## src/rtl/rx_lock_pkg.sv

```systemverilog
package rx_lock_pkg;

    // Conditions that together qualify lock
    typedef struct packed {
        logic data_ok;
        logic harm_ok;
        logic pll_ok;
    } lock_cond_t;

    // Fill level of the bit history after reset
    typedef enum logic [1:0] {
        HIST_EMPTY = 2'd0,
        HIST_ONE   = 2'd1,
        HIST_FULL  = 2'd2
    } hist_fill_e;

    // True for 101 or 010: the middle bit differs from both neighbours
    function automatic logic alt_triplet(input logic [2:0] h);
        return (h[0] ^ h[1]) & (h[1] ^ h[2]);
    endfunction

    function automatic logic all_met(input lock_cond_t c);
        return c.data_ok & c.harm_ok & c.pll_ok;
    endfunction

    // Counter width that never collapses to zero
    function automatic int cnt_width(input int n);
        return (n > 1) ? $clog2(n) : 1;
    endfunction

endpackage

```

## src/rtl/rx_bit_history.sv

```systemverilog
module rx_bit_history
    import rx_lock_pkg::*;
(
    input  logic clk,
    input  logic rst,
    input  logic sdi_i,
    output logic edge_o,
    output logic alt_o
);

    logic       d1_q;
    logic       d2_q;
    hist_fill_e fill_q;

    always_ff @(posedge clk) begin
        if (rst) begin
            d1_q   <= 1'b0;
            d2_q   <= 1'b0;
            fill_q <= HIST_EMPTY;
        end else begin
            d1_q <= sdi_i;
            d2_q <= d1_q;
            case (fill_q)
                HIST_EMPTY: fill_q <= HIST_ONE;
                HIST_ONE:   fill_q <= HIST_FULL;
                default:    fill_q <= HIST_FULL;
            endcase
        end
    end

    always_comb begin
        edge_o = (fill_q != HIST_EMPTY) && (sdi_i != d1_q);
        alt_o  = (fill_q == HIST_FULL) && alt_triplet({d2_q, d1_q, sdi_i});
    end

    // An alternation always ends with a transition
    AST_ALT_HAS_EDGE: assert property (@(posedge clk) disable iff (rst)
        alt_o |-> edge_o);

endmodule

```

## src/rtl/rx_activity_mon.sv

```systemverilog
module rx_activity_mon
    import rx_lock_pkg::*;
#(
    parameter int ACT_WIN = 270
) (
    input  logic clk,
    input  logic rst,
    input  logic edge_i,
    output logic data_ok_o
);

    localparam int QW = cnt_width(ACT_WIN + 1);
    typedef logic [QW-1:0] quiet_t;
    localparam quiet_t Q_LAST = quiet_t'(ACT_WIN - 1);
    localparam quiet_t Q_FULL = quiet_t'(ACT_WIN);

    quiet_t quiet_q;
    logic   ok_q;

    always_ff @(posedge clk) begin
        if (rst) begin
            quiet_q <= '0;
            ok_q    <= 1'b0;
        end else if (edge_i) begin
            quiet_q <= '0;
            ok_q    <= 1'b1;
        end else begin
            if (quiet_q != Q_FULL) quiet_q <= quiet_q + 1'b1;
            if (quiet_q == Q_LAST) ok_q    <= 1'b0;
        end
    end

    assign data_ok_o = ok_q;

    // Presence drops only once a full silent window has elapsed
    AST_DROP_AFTER_WINDOW: assert property (@(posedge clk) disable iff (rst)
        $fell(ok_q) |-> quiet_q == Q_FULL);
    AST_RISE_ON_EDGE: assert property (@(posedge clk) disable iff (rst)
        $rose(ok_q) |-> quiet_q == '0);

endmodule

```

## src/rtl/rx_harm_mon.sv

```systemverilog
module rx_harm_mon
    import rx_lock_pkg::*;
#(
    parameter int HARM_TICKS = 1
) (
    input  logic clk,
    input  logic rst,
    input  logic tick_i,
    input  logic alt_i,
    output logic harm_ok_o
);

    localparam int TW = cnt_width(HARM_TICKS);
    typedef logic [TW-1:0] tcnt_t;
    localparam tcnt_t T_LAST = tcnt_t'(HARM_TICKS - 1);

    tcnt_t tcnt_q;
    logic  seen_q;
    logic  ok_q;
    logic  seen_now;

    assign seen_now = seen_q | alt_i;

    always_ff @(posedge clk) begin
        if (rst) begin
            tcnt_q <= '0;
            seen_q <= 1'b0;
            ok_q   <= 1'b0;
        end else if (tick_i && (tcnt_q == T_LAST)) begin
            ok_q   <= seen_now;
            seen_q <= 1'b0;
            tcnt_q <= '0;
        end else begin
            seen_q <= seen_now;
            if (tick_i) tcnt_q <= tcnt_q + 1'b1;
        end
    end

    assign harm_ok_o = ok_q;

    // The verdict moves only on a window-closing tick
    AST_HARM_RISE_ON_TICK: assert property (@(posedge clk) disable iff (rst)
        $rose(ok_q) |-> $past(tick_i));
    AST_HARM_FALL_ON_TICK: assert property (@(posedge clk) disable iff (rst)
        $fell(ok_q) |-> $past(tick_i));

endmodule

```

## src/rtl/rx_lock_gate.sv

```systemverilog
module rx_lock_gate
    import rx_lock_pkg::*;
(
    input  logic       clk,
    input  logic       rst,
    input  lock_cond_t cond_i,
    input  logic       carrier_i,
    input  logic       sdi_i,
    output logic       lock_o,
    output logic       muted_o,
    output logic       sdo_o
);

    logic lock_q;
    logic pass_q;
    logic sdo_q;

    always_ff @(posedge clk) begin
        if (rst) begin
            lock_q <= 1'b0;
            pass_q <= 1'b0;
            sdo_q  <= 1'b0;
        end else begin
            lock_q <= all_met(cond_i);
            pass_q <= all_met(cond_i) & carrier_i;
            if (pass_q) sdo_q <= sdi_i;
        end
    end

    assign lock_o  = lock_q;
    assign muted_o = ~pass_q;
    assign sdo_o   = sdo_q;

    AST_LOCK_NEEDS_PLL: assert property (@(posedge clk) disable iff (rst)
        lock_q |-> $past(cond_i.pll_ok));
    AST_LOCK_NEEDS_DATA: assert property (@(posedge clk) disable iff (rst)
        lock_q |-> $past(cond_i.data_ok));
    AST_LOCK_NEEDS_HARM: assert property (@(posedge clk) disable iff (rst)
        lock_q |-> $past(cond_i.harm_ok));
    AST_MUTE_FREEZES: assert property (@(posedge clk) disable iff (rst)
        muted_o |=> $stable(sdo_q));
    AST_PASS_IMPLIES_LOCK: assert property (@(posedge clk) disable iff (rst)
        !muted_o |-> lock_q);
    AST_CARRIER_MUTES: assert property (@(posedge clk) disable iff (rst)
        !carrier_i |=> muted_o);
    AST_PASS_FOLLOWS: assert property (@(posedge clk) disable iff (rst)
        (!muted_o && !rst) |=> sdo_q == $past(sdi_i));

endmodule

```

## src/rtl/rx_lock_guard.sv

```systemverilog
module rx_lock_guard
    import rx_lock_pkg::*;
#(
    parameter int ACT_WIN    = 270,
    parameter int HARM_TICKS = 1
) (
    input  logic clk,
    input  logic rst,
    input  logic sdi_i,
    input  logic pll_lock_i,
    input  logic carrier_i,
    input  logic sys_tick_i,
    output logic lock_o,
    output logic muted_o,
    output logic sdo_o
);

    logic       edge_w;
    logic       alt_w;
    logic       data_ok_w;
    logic       harm_ok_w;
    lock_cond_t cond_w;

    rx_bit_history u_hist (
        .clk    (clk),
        .rst    (rst),
        .sdi_i  (sdi_i),
        .edge_o (edge_w),
        .alt_o  (alt_w)
    );

    rx_activity_mon #(.ACT_WIN(ACT_WIN)) u_act (
        .clk       (clk),
        .rst       (rst),
        .edge_i    (edge_w),
        .data_ok_o (data_ok_w)
    );

    rx_harm_mon #(.HARM_TICKS(HARM_TICKS)) u_harm (
        .clk       (clk),
        .rst       (rst),
        .tick_i    (sys_tick_i),
        .alt_i     (alt_w),
        .harm_ok_o (harm_ok_w)
    );

    always_comb begin
        cond_w.data_ok = data_ok_w;
        cond_w.harm_ok = harm_ok_w;
        cond_w.pll_ok  = pll_lock_i;
    end

    rx_lock_gate u_gate (
        .clk       (clk),
        .rst       (rst),
        .cond_i    (cond_w),
        .carrier_i (carrier_i),
        .sdi_i     (sdi_i),
        .lock_o    (lock_o),
        .muted_o   (muted_o),
        .sdo_o     (sdo_o)
    );

    AST_RESET_STATE: assert property (@(posedge clk)
        rst |=> (!lock_o && muted_o && !sdo_o));

endmodule

```

## config.mk

```make
export PLATFORM = sky130hd
export DESIGN_NAME = rx_lock_guard
export DESIGN_NICKNAME = d
export VERILOG_FILES = /design/src/rtl/rx_lock_pkg.sv /design/src/rtl/rx_bit_history.sv /design/src/rtl/rx_activity_mon.sv /design/src/rtl/rx_harm_mon.sv /design/src/rtl/rx_lock_gate.sv /design/src/rtl/rx_lock_guard.sv
export SDC_FILE = /design/constraint.sdc
export NUM_CORES = 1
export LEC_CHECK = 0
export BUFFER_PORTS_ARGS = -buffer_cell sky130_fd_sc_hd__buf_2
export CORE_MARGIN = 2
export CORE_UTILIZATION = 59
export DETAILED_ROUTE_END_ITERATION = 10
export GPL_ROUTABILITY_DRIVEN = 0
export PLACE_DENSITY = 0.83
export SETUP_SLACK_MARGIN = 0.05
export SYNTH_ARGS = -nofsm -noshare
export SYNTH_HDL_FRONTEND = slang
export SYNTH_SLANG_ARGS = --single-unit
```

## constraint.sdc

```tcl
create_clock -name clk -period 3.92 [get_ports clk]
set_input_delay 0.196 -clock clk [delete_from_list [all_inputs] [get_ports clk]]
set_output_delay 0.196 -clock clk [all_outputs]
set_load 0.02 [all_outputs]
```

# Yosys cells after proc, flatten, opt, wreduce, memory -nomap -nowiden
# Index checks and enable logic that the tools add are counted.
# word_totals
latch_bits	0
mem_bits_ro	0
input_bits	6
regBits	20
memories	0
ramBits	0
output_inout_bits	3
# op_classes
n_eq_ne	4
div_mod_pow	0
addsub	2
magnitude_cmp	0
n_mul	0
bitwise	9
n_reduce_logical	8
n_mux	3
n_shift	0
# ops
cell	count
$add 9x1->9 const B	1
$eq 9x9->1 const B	1
$ne 9x9->1 const B	1
$and 1x1->1	4
$reduce_bool 2->1	2
$reduce_or 2->1	2
$logic_and 1x1->1	3
$eq 2x2->1 const B	1
$logic_not 2->1	1
$mux 1	2
$mux 2	1
$not 1->1	2
$xor 1x1->1	2
$add 1x1->1 const B	1
$ne 1x1->1	1
$or 1x1->1	1

# Longest topological paths before layout
# Gate-level depths: netlist (run 1).
# logic_depth
depth_word	4
mapped_depth	6
depth_no_buf	5

# By module
# A second synthesis (run 1) with hierarchy kept.
# hier_totals
cells_unflattened	89
area_unflattened_um2	869.6
# modules_own_cells
module	area_each_um2	instances	seq_area_each_um2	cells_per_inst
rx_activity_mon	518.0	1	200.2	56
rx_bit_history	148.9	1	80.1	15
rx_harm_mon	108.9	1	60.1	10
rx_lock_gate	93.8	1	60.1	8

# Worst setup path after synthesis (run 1)
# OpenSTA, ideal clock, no wires.
# synth_timing
path_type	register -> register
start	register u_act.quiet_q[0]
end	register u_act.quiet_q[4]
stages_incl_launch_ff	7
setup_ps	72
period_less_slack_ps	1352
slack_ps	2568
t_arrival_ps	1280
n_path_buf	1
path_cell_list	dfxtp_1 > inv_1 > ha_1 > and4_1 > buf_2 > a21oi_1 > mux2i_1
# synth_via
elab_chain_len	1
# synth_lines
element	line_no	source
start, declared	rx_activity_mon.sv:17	quiet_t quiet_q;
start signal, assigned	rx_activity_mon.sv:28	if (quiet_q != Q_FULL) quiet_q <= quiet_q + 1'b1;
$add 9x1->9 / $ne 9x9->1 (equally long branches)	rx_activity_mon.sv:28	
# Parallel ways exist; a longest one is shown, timed or not.
# A chain may end at the register's enable or synchronous reset.

# Worst setup path in the final report (run 1)
# Same ends and word-level chain as after synthesis.

==> results.md, run 1 <==
* Worst hold start: sys_tick_i
* Setup violators final at 0
* Leak pwr at about 0.00035 µW
* Count of cells resized by post-cts repair at 0
* CP max FO at 7
* Crit path DAT at 1.67 ns
* RSZ-0062 raised after global routing: false
* Area share of the largest cell type after synthesis at 0.468
* Worst slew pin tran at about 0.4 ns
* Total global routing overflow at 0
* Filler Cell Count at 103
* Residual DRC at 0
* Synth Cell Area at 856 µm²
* Rows at 13
* Critical path buffer and inverter count at 1
* R2r endpoint: u_act.quiet_q[4]$_SDFFE_PP0P_
* Status: complete, no violations
* Vias/cell at 5.82
* Fmax at between 700 and 800 MHz
* Synth warn at 0
* ANT cells at 0
* Post-synthesis sequential area ratio at 0.468
* Mapped Cells at 92
* Unique masters post-synth at 29
* Die X at 42.1 µm
* R2R depth at 5
* # port buffers at 8
* Cell-by-cell trace of the critical path: inv_1, ha_1, and4_1, a21oi_1, mux2i_1
* CP Class: reg2reg
* Cell family with most CP delay: flip-flops
* Initial antenna violation count at 0
* Die height at around 42 µm
* TritonRoute pass-1 iters at 4
* Avg Cell Area, Syn at just over 9 µm²
* Critical path's slowest cell: dfxtp_1
* Die ar. at 1770 µm²
* Gr usage total at 0.198
* Core ar. at 1330 µm²
* Clk slew on worst S/H paths at 0.11 ns
* Register bit count reported by yosys at 20
* WHS Endpoint: u_harm.tcnt_q$_SDFFE_PP0P_
* Avg WL per Cell at 12.5 µm
* Worst vdd ir at between 0.0002 and 0.0003 V
* Setup tns final at 0 ns
* Crit path time final at 1.42 ns
* Tcrit/Tclk final at 0.363
* Clk sinks at 20
* Dpl hpwl at 1090 µm
* Setup crit start kind: flop
* Worst-Skew Late Latency at approximately 0.31 ns
* Syn Nets at 101
* CTS max path bufs at 2
* Via Count at ~680
* Worst Hold Path Cells at 2
* Clock Skew at 0.0141 ns
* Initial Utilization at 0.642
* Max-Slew Margin vs Limit at 0.732
* Syn-to-layout area delta at 10.1%
* Crit path largest cell delay at around 0.42 ns
* Clock root cell: clkbuf_4
* Pwr/cell area at 389 nW/µm²
* MaxCap Viol Count at 0
* # Post-CTS Setup Buffers at 0
* Layout cell share with drive strength beyond 1 at 0.147
* Flop-to-flop setup slack at 2.50 ns
* Final-report hold violation count at 0
* Count of final max-slew check failures at 0
* DR iter-0 viols at 12
* Detail Route Antenna Nets at 0
* Synth area leader: dfxtp_1
* H-tree lvl count at 1
* Ports at 9
* First-pass GRT wire length at 2600 µm
* Layout Utilization at 0.706
* Routed wire length at 1460 µm
* Critical Path Sink Type: flop
* Min-delay worst type: in2reg
* R2R Path Start: u_act.quiet_q[0]$_SDFFE_PP0P_
* Synth area leaders: dfxtp_1, a21oi_1, o21ai_0
* Number of global-route vias before repair at between 600 and 700
* TritonCTS clock tree: yes
* CTS Buf Count at 3
* Required time of the critical path at 4.17 ns
* Final #Nets at 112
* Hold-fix buffers, CTS at 0
* Largest net degree at the start of global routing at 14
==> power breakdown <==
part	total (µW)	switching, µW	internal, µW
Sequential	218	6.90	211
Combinational	29.9	16.7	13.2
Clock	118	61.3	56.7
==> synth_stat cells <==
master / instances
nor3_1: 3
nor3b_1: 3
dfxtp_1: 20
nor4_4: 1
nand2_1: 2
inv_1: 5
and4b_1: 1
ha_1: 3
nor2_1: 6
nand4_1: 3
xnor2_1: 1
clkbuf_1: 1
mux2i_1: 2
and3b_1: 1
a31oi_1: 1
nand3_1: 3
and2_1: 1
o21bai_2: 1
or2_2: 1
a311oi_1: 2
or4_1: 1
o21ai_0: 8
a211oi_1: 1
or3_1: 4
and4_1: 1
a21boi_1: 1
nor2b_1: 5
buf_2: 1
a21oi_1: 9
==> flip-flops by register name, indices dropped and copies added, names as in the netlist <==
register          cells
u_harm.tcnt_q         1
u_gate.pass_q         1
u_hist.fill_q         2
u_act.quiet_q         9
u_gate.lock_o         1
u_act.data_ok_o       1
u_harm.seen_q         1
u_hist.d1_q           1
u_hist.d2_q           1
u_gate.sdo_o          1
u_harm.harm_ok_o      1
==> worst max-delay path by stage <==
| stage | end | from | depth (start not counted) |
|---|---|---|---|
| final | u_act.quiet_q[4]$_SDFFE_PP0P_ | u_act.quiet_q[0]$_SDFFE_PP0P_ | 5 |
| after global routing | u_act.quiet_q[4]$_SDFFE_PP0P_ | u_act.quiet_q[0]$_SDFFE_PP0P_ | 5 |
| after CTS | u_act.quiet_q[4]$_SDFFE_PP0P_ | u_act.quiet_q[0]$_SDFFE_PP0P_ | 5 |
| after detailed placement | u_act.quiet_q[4]$_SDFFE_PP0P_ | u_act.quiet_q[0]$_SDFFE_PP0P_ | 5 |
| after global placement | u_act.quiet_q[4]$_SDFFE_PP0P_ | u_act.quiet_q[0]$_SDFFE_PP0P_ | 5 |
| after floorplan | u_act.quiet_q[4]$_SDFFE_PP0P_ | u_act.quiet_q[0]$_SDFFE_PP0P_ | 6 |
==> per-stage QoR <==
stage	cells	hold WS [ns]	total power, µW	worst slack [ns]	instance area [µm²]
floorplan	92	0.272	243	2.57	856
global placement	113	0.367	251	2.58	906
detailed placement	113	0.404	253	2.51	906
CTS	117	0.0827	368	2.50	942
global route	117	0.0672	384	2.37	942
finish	117	0.0790	366	2.50	942
==> routing by layer <==
| layer | global-route usage | routed length [µm] | vias to the layer above |
|---|---|---|---|
| met2 | 0.322 | 693 | 13 |
| met1 | 0.245 | 670 | 307 |
| met4 | 0.0563 | 22 | 0 |
| met5 | 0 | 0 | - |
| li1 | - | - | 356 |
| met3 | 0.0776 | 71 | 5 |
==> cells by family (layout without fill, tap and decap cells) <==
logic type                 Yosys count  in the layout  share of synthesized area
xor gates and xnor gates             1              1                     0.0102
and+or+nand+nor                     36             36                      0.265
adders and majority gates            3              3                     0.0439
DFF                                 20             20                      0.468
AOI/OAI and AO/OA                   23             23                      0.158
buffers and inverters                7             17                     0.0322
muxes                                2              2                     0.0234
==> area by class of cell <==
| type | count | area, µm² | area share |
|---|---|---|---|
| Clock buffer | 4 | 36.3 | 0.0385 |
| Timing Repair Buffer | 8 | 40.0 | 0.0425 |
| Inverter | 5 | 18.8 | 0.0199 |
| Multi-Input combinational cell | 65 | 428 | 0.454 |
| Sequential cell | 20 | 400 | 0.425 |
| Tap cell | 15 | 18.8 | 0.0199 |
==> cell usage in the layout, fill, tap and decap left out, drive strengths merged, types with 2 or more instances in the layout <==
master | Yosys | final
or3 | 4 | 4
nor3 | 3 | 3
inv | 5 | 5
a311oi | 2 | 2
mux2i | 2 | 2
ha | 3 | 3
nand4 | 3 | 3
nor2 | 6 | 6
nor3b | 3 | 3
nand3 | 3 | 3
nand2 | 2 | 2
clkbuf | 1 | 4
buf | 1 | 8
dfxtp | 20 | 20
nor2b | 5 | 5
a21oi | 9 | 9
o21ai | 8 | 8
Note: power is estimated with default switching activity, not from simulation.
==> run 2, diff against run 1 <==
--- a/config.mk
+++ b/config.mk
@@ -5,12 +5,13 @@
 export SDC_FILE = /design/constraint.sdc
 export NUM_CORES = 1
 export LEC_CHECK = 0
+export ABC_AREA = 1
 export BUFFER_PORTS_ARGS = -buffer_cell sky130_fd_sc_hd__buf_2
 export CORE_MARGIN = 2
-export CORE_UTILIZATION = 59
+export CORE_UTILIZATION = 55
 export DETAILED_ROUTE_END_ITERATION = 10
 export GPL_ROUTABILITY_DRIVEN = 0
-export PLACE_DENSITY = 0.83
+export PLACE_DENSITY = 0.78
 export SETUP_SLACK_MARGIN = 0.05
 export SYNTH_ARGS = -nofsm -noshare
 export SYNTH_HDL_FRONTEND = slang
==> constraint.sdc (replaced) <==
create_clock -name clk -period 1.4 [get_ports clk]
set_input_delay 0.07 -clock clk [delete_from_list [all_inputs] [get_ports clk]]
set_output_delay 0.07 -clock clk [all_outputs]
set_load 0.02 [all_outputs]
==> run 2 against run 1 <==
  * Combinational power increased to 2.7 times the previous value
  * Via count increased by 7.6%
  * Wire length decreased by 3.3%
  * Final cell count increased by 27%
  * Design area increased by 6.8%
  * Sequential cell count unchanged
  * Hold slack got worse by 0.059 ns
  * Non-clock buffer count increased by 1
  * Critical path type unchanged
  * Highest routed layer unchanged
==> results.md, run 2 <==
* Die height at 44.2 µm
* RSZ-0062 raised after global routing: false
* # port buffers at 8
* Max reg flops at 9
* Biggest regs: u_act.quiet_q: 9 flops, u_hist.fill_q: 2 flops
* Fmax at 824 MHz
* Clock root cell: clkbuf_4
* Register bit count reported by yosys at 20
* Synth Flop Type: dfxtp_1
* Synth warn at 0
* CP max FO at 6
* ANT cells at 0
* Combinational Power Share at 0.071
* Routed wire length at 1410 µm
* Final-report hold violation count at 0
* Layout cell share with drive strength beyond 1 at 0.150
* Flop-to-flop setup slack at 0.19 ns
* Setup crit start kind: flop
* Synth Cell Area at 887 µm²
* Min-delay worst type: in2reg
* MaxCap Viol Count at 0
* Mapped Cells at 121
* Max-Slew Margin vs Limit at 0.878
* Biggest register: u_act.quiet_q
* TritonRoute pass-1 iters at 4
* Clock power share at 0.402
* Critical Path Sink Type: flop
* Crit path largest cell delay at approximately 0.43 ns
* Initial antenna violation count at 0
* Internal power at 915 µW
* Syn-to-layout area delta at 13.4%
* Post-synthesis sequential area ratio at 0.451
* Largest net degree at the start of global routing at 13
* Number of global-route vias before repair at 610
* Most frequent cells in the layout: nand2_1, inv_1, dfxtp_1
* Most common cell after layout, fill and taps aside: nand2_1
* Setup tns final at 0 ns
* # Post-CTS Setup Buffers at 0
* H-tree lvl count at 1
* Count of final max-slew check failures at 0
* Detail Route Antenna Nets at 0
* Status: complete, no violations
* Worst vdd ir at 0.000640 V
* Avg Cell Area, Syn at 7.33 µm²
* Clock Skew at 0.00326 ns
* R2r endpoint: u_act.quiet_q[4]$_SDFFE_PP0P_
* Unique masters post-synth at 21
* Crit path DAT at 1.46 ns
* Critical Path End: u_act.quiet_q[4]$_SDFFE_PP0P_
* CTS max path bufs at 2
* Dpl hpwl at ~1100 µm
* Synth cell count leaders: nand2_1, inv_1, dfxtp_1
* Total global routing overflow at 0
* Setup violators final at 0
* First-pass GRT wire length at 2460 µm
* R2R depth at 6
* Clk sinks at 20
* Vias/cell at 4.92
* Sw Pwr at 242 µW
* Count leader, synth: nand2_1
* Synth area leaders: dfxtp_1, nand2_1, inv_1
* Worst slew pin tran at 0.183 ns
* Register share of total power at 0.527
* EDFF count, synth at 0
* Post-synth ARST share at 0
* Die X at approximately 44 µm
* Fin area at 1010 µm²
* Clk slew on worst S/H paths at 0.11 ns
* Worst-Skew Late Latency at approximately 0.30 ns
* Gr usage total at 0.179
* Critical path's slowest cell: dfxtp_1
* DR iter-0 viols at 27
* Core ar. at 1510 µm²
* Crit path time final at 1.21 ns
* Crit. Startpoint: u_act.quiet_q[1]$_SDFFE_PP0P_
* CP Class: reg2reg
* R2R Path Start: u_act.quiet_q[1]$_SDFFE_PP0P_
* Ports at 9
* Cell-by-cell trace of the critical path: ha_1, inv_1, nor2_4, xor2_1, nand2_1, nor2_1
* Initial Utilization at 0.589
* Cell Area, Placed at about 940 µm²
* Final #Nets at around 140
* Synth area leader: dfxtp_1
* CTS Buf Count at 3
* Syn Nets at 130
* Via Count at 733
* Switching Fraction at 0.209
* Leak pwr at 0.000443 µW
* Residual DRC at 0
* TritonCTS clock tree: yes
* Tcrit/Tclk final at 0.867
* Avg WL per Cell at 9.46 µm
* Rows at 14
* Area share of the largest cell type after synthesis at 0.451
* Required time of the critical path at 1.65 ns
* Die ar. at 1950 µm²
* Pwr/cell area at around 1200 nW/µm²
## run 2: cell families (layout without fill, tap and decap cells)
| group | count (synthesis) | in the layout | synth area share |
|---|---|---|---|
| adder cells (fa/ha/maj) | 3 | 3 | 0.0423 |
| AND/OR/NAND/NOR | 63 | 63 | 0.331 |
| buffers and inverters | 22 | 34 | 0.0945 |
| XOR/XNOR | 1 | 1 | 0.00987 |
| AO/OA/AOI/OAI | 12 | 12 | 0.0705 |
| flip-flops | 20 | 20 | 0.451 |
## run 2: area by class of cell
cell class / instances / area [µm²]
Sequential cell: 20 / 402
Multi-Input combinational cell: 79 / 403
Fill cell: 148 / 500
Tap cell: 16 / 20.0
Clock inverter: 1 / 30.0
Inverter: 21 / 78.8
Timing Repair Buffer: 9 / 50.0
Clock buffer: 3 / 22.5
## run 2: worst min path at each step
| stage | from | depth (start not counted) | endpoint | slack (ns) |
|---|---|---|---|---|
| 3_3_place_gp | sys_tick_i | 2 | u_harm.tcnt_q$_SDFFE_PP0P_ | 0.25 |
| 3_5_place_dp | sys_tick_i | 2 | u_harm.tcnt_q$_SDFFE_PP0P_ | 0.26 |
| 5_1_grt | carrier_i | 2 | u_gate.pass_q$_SDFF_PP0_ | 0.005 |
| 4_1_cts | carrier_i | 2 | u_gate.pass_q$_SDFF_PP0_ | 0.01 |
| 6_report | carrier_i | 2 | u_gate.pass_q$_SDFF_PP0_ | 0.02 |
| 2_1_floorplan | sys_tick_i | 1 | u_harm.tcnt_q$_SDFFE_PP0P_ | 0.15 |
## run 2: through the flow
stage	setup WS, ns	total power [µW]	instances	hold slack (ns)	util
after detailed placement	0.191	703	144	0.258	0.625
final	0.186	1160	149	0.0200	0.668
after global routing	0.0616	1210	149	0.00536	0.668
after CTS	0.159	1180	149	0.0101	0.667
after floorplan	0.318	682	121	0.148	-
after global placement	0.224	700	144	0.249	0.625
## run 2: power groups by stage
stage	Combinational [µW]	Clock [µW]	Sequential (µW)
after floorplan	62.8	0	619
after global placement	78.7	0	621
after detailed placement	81.0	0	622
after CTS	83.5	483	609
after global routing	99.7	500	613
final	82.1	465	610
## run 2: timing repair
item | in CTS | in global routing
endpoints found under the setup margin | 0 | 1
hold endpoints to repair | 1 | 0
gates resized for setup | 0 | 1
hold buffers | 1 | 0
## run 2: layer usage
metal,vias to the layer above,wire (µm),track usage,part of all wire
met2,17,600,0.247,0.43
met5,-,0,0,0
met4,0,48,0.145,0.034
met3,5,69,0.0367,0.049
li1,402,-,-,-
met1,309,690,0.238,0.49
## run 2: critical path, delay by kind of cell (launching register included)
kind                     cells  cell delay (ns)
XOR/XNOR                     1             0.17
adder cells (fa/ha/maj)      1             0.18
flip-flops                   1             0.43
AND/OR/NAND/NOR              3             0.31
buffers and inverters        1             0.08
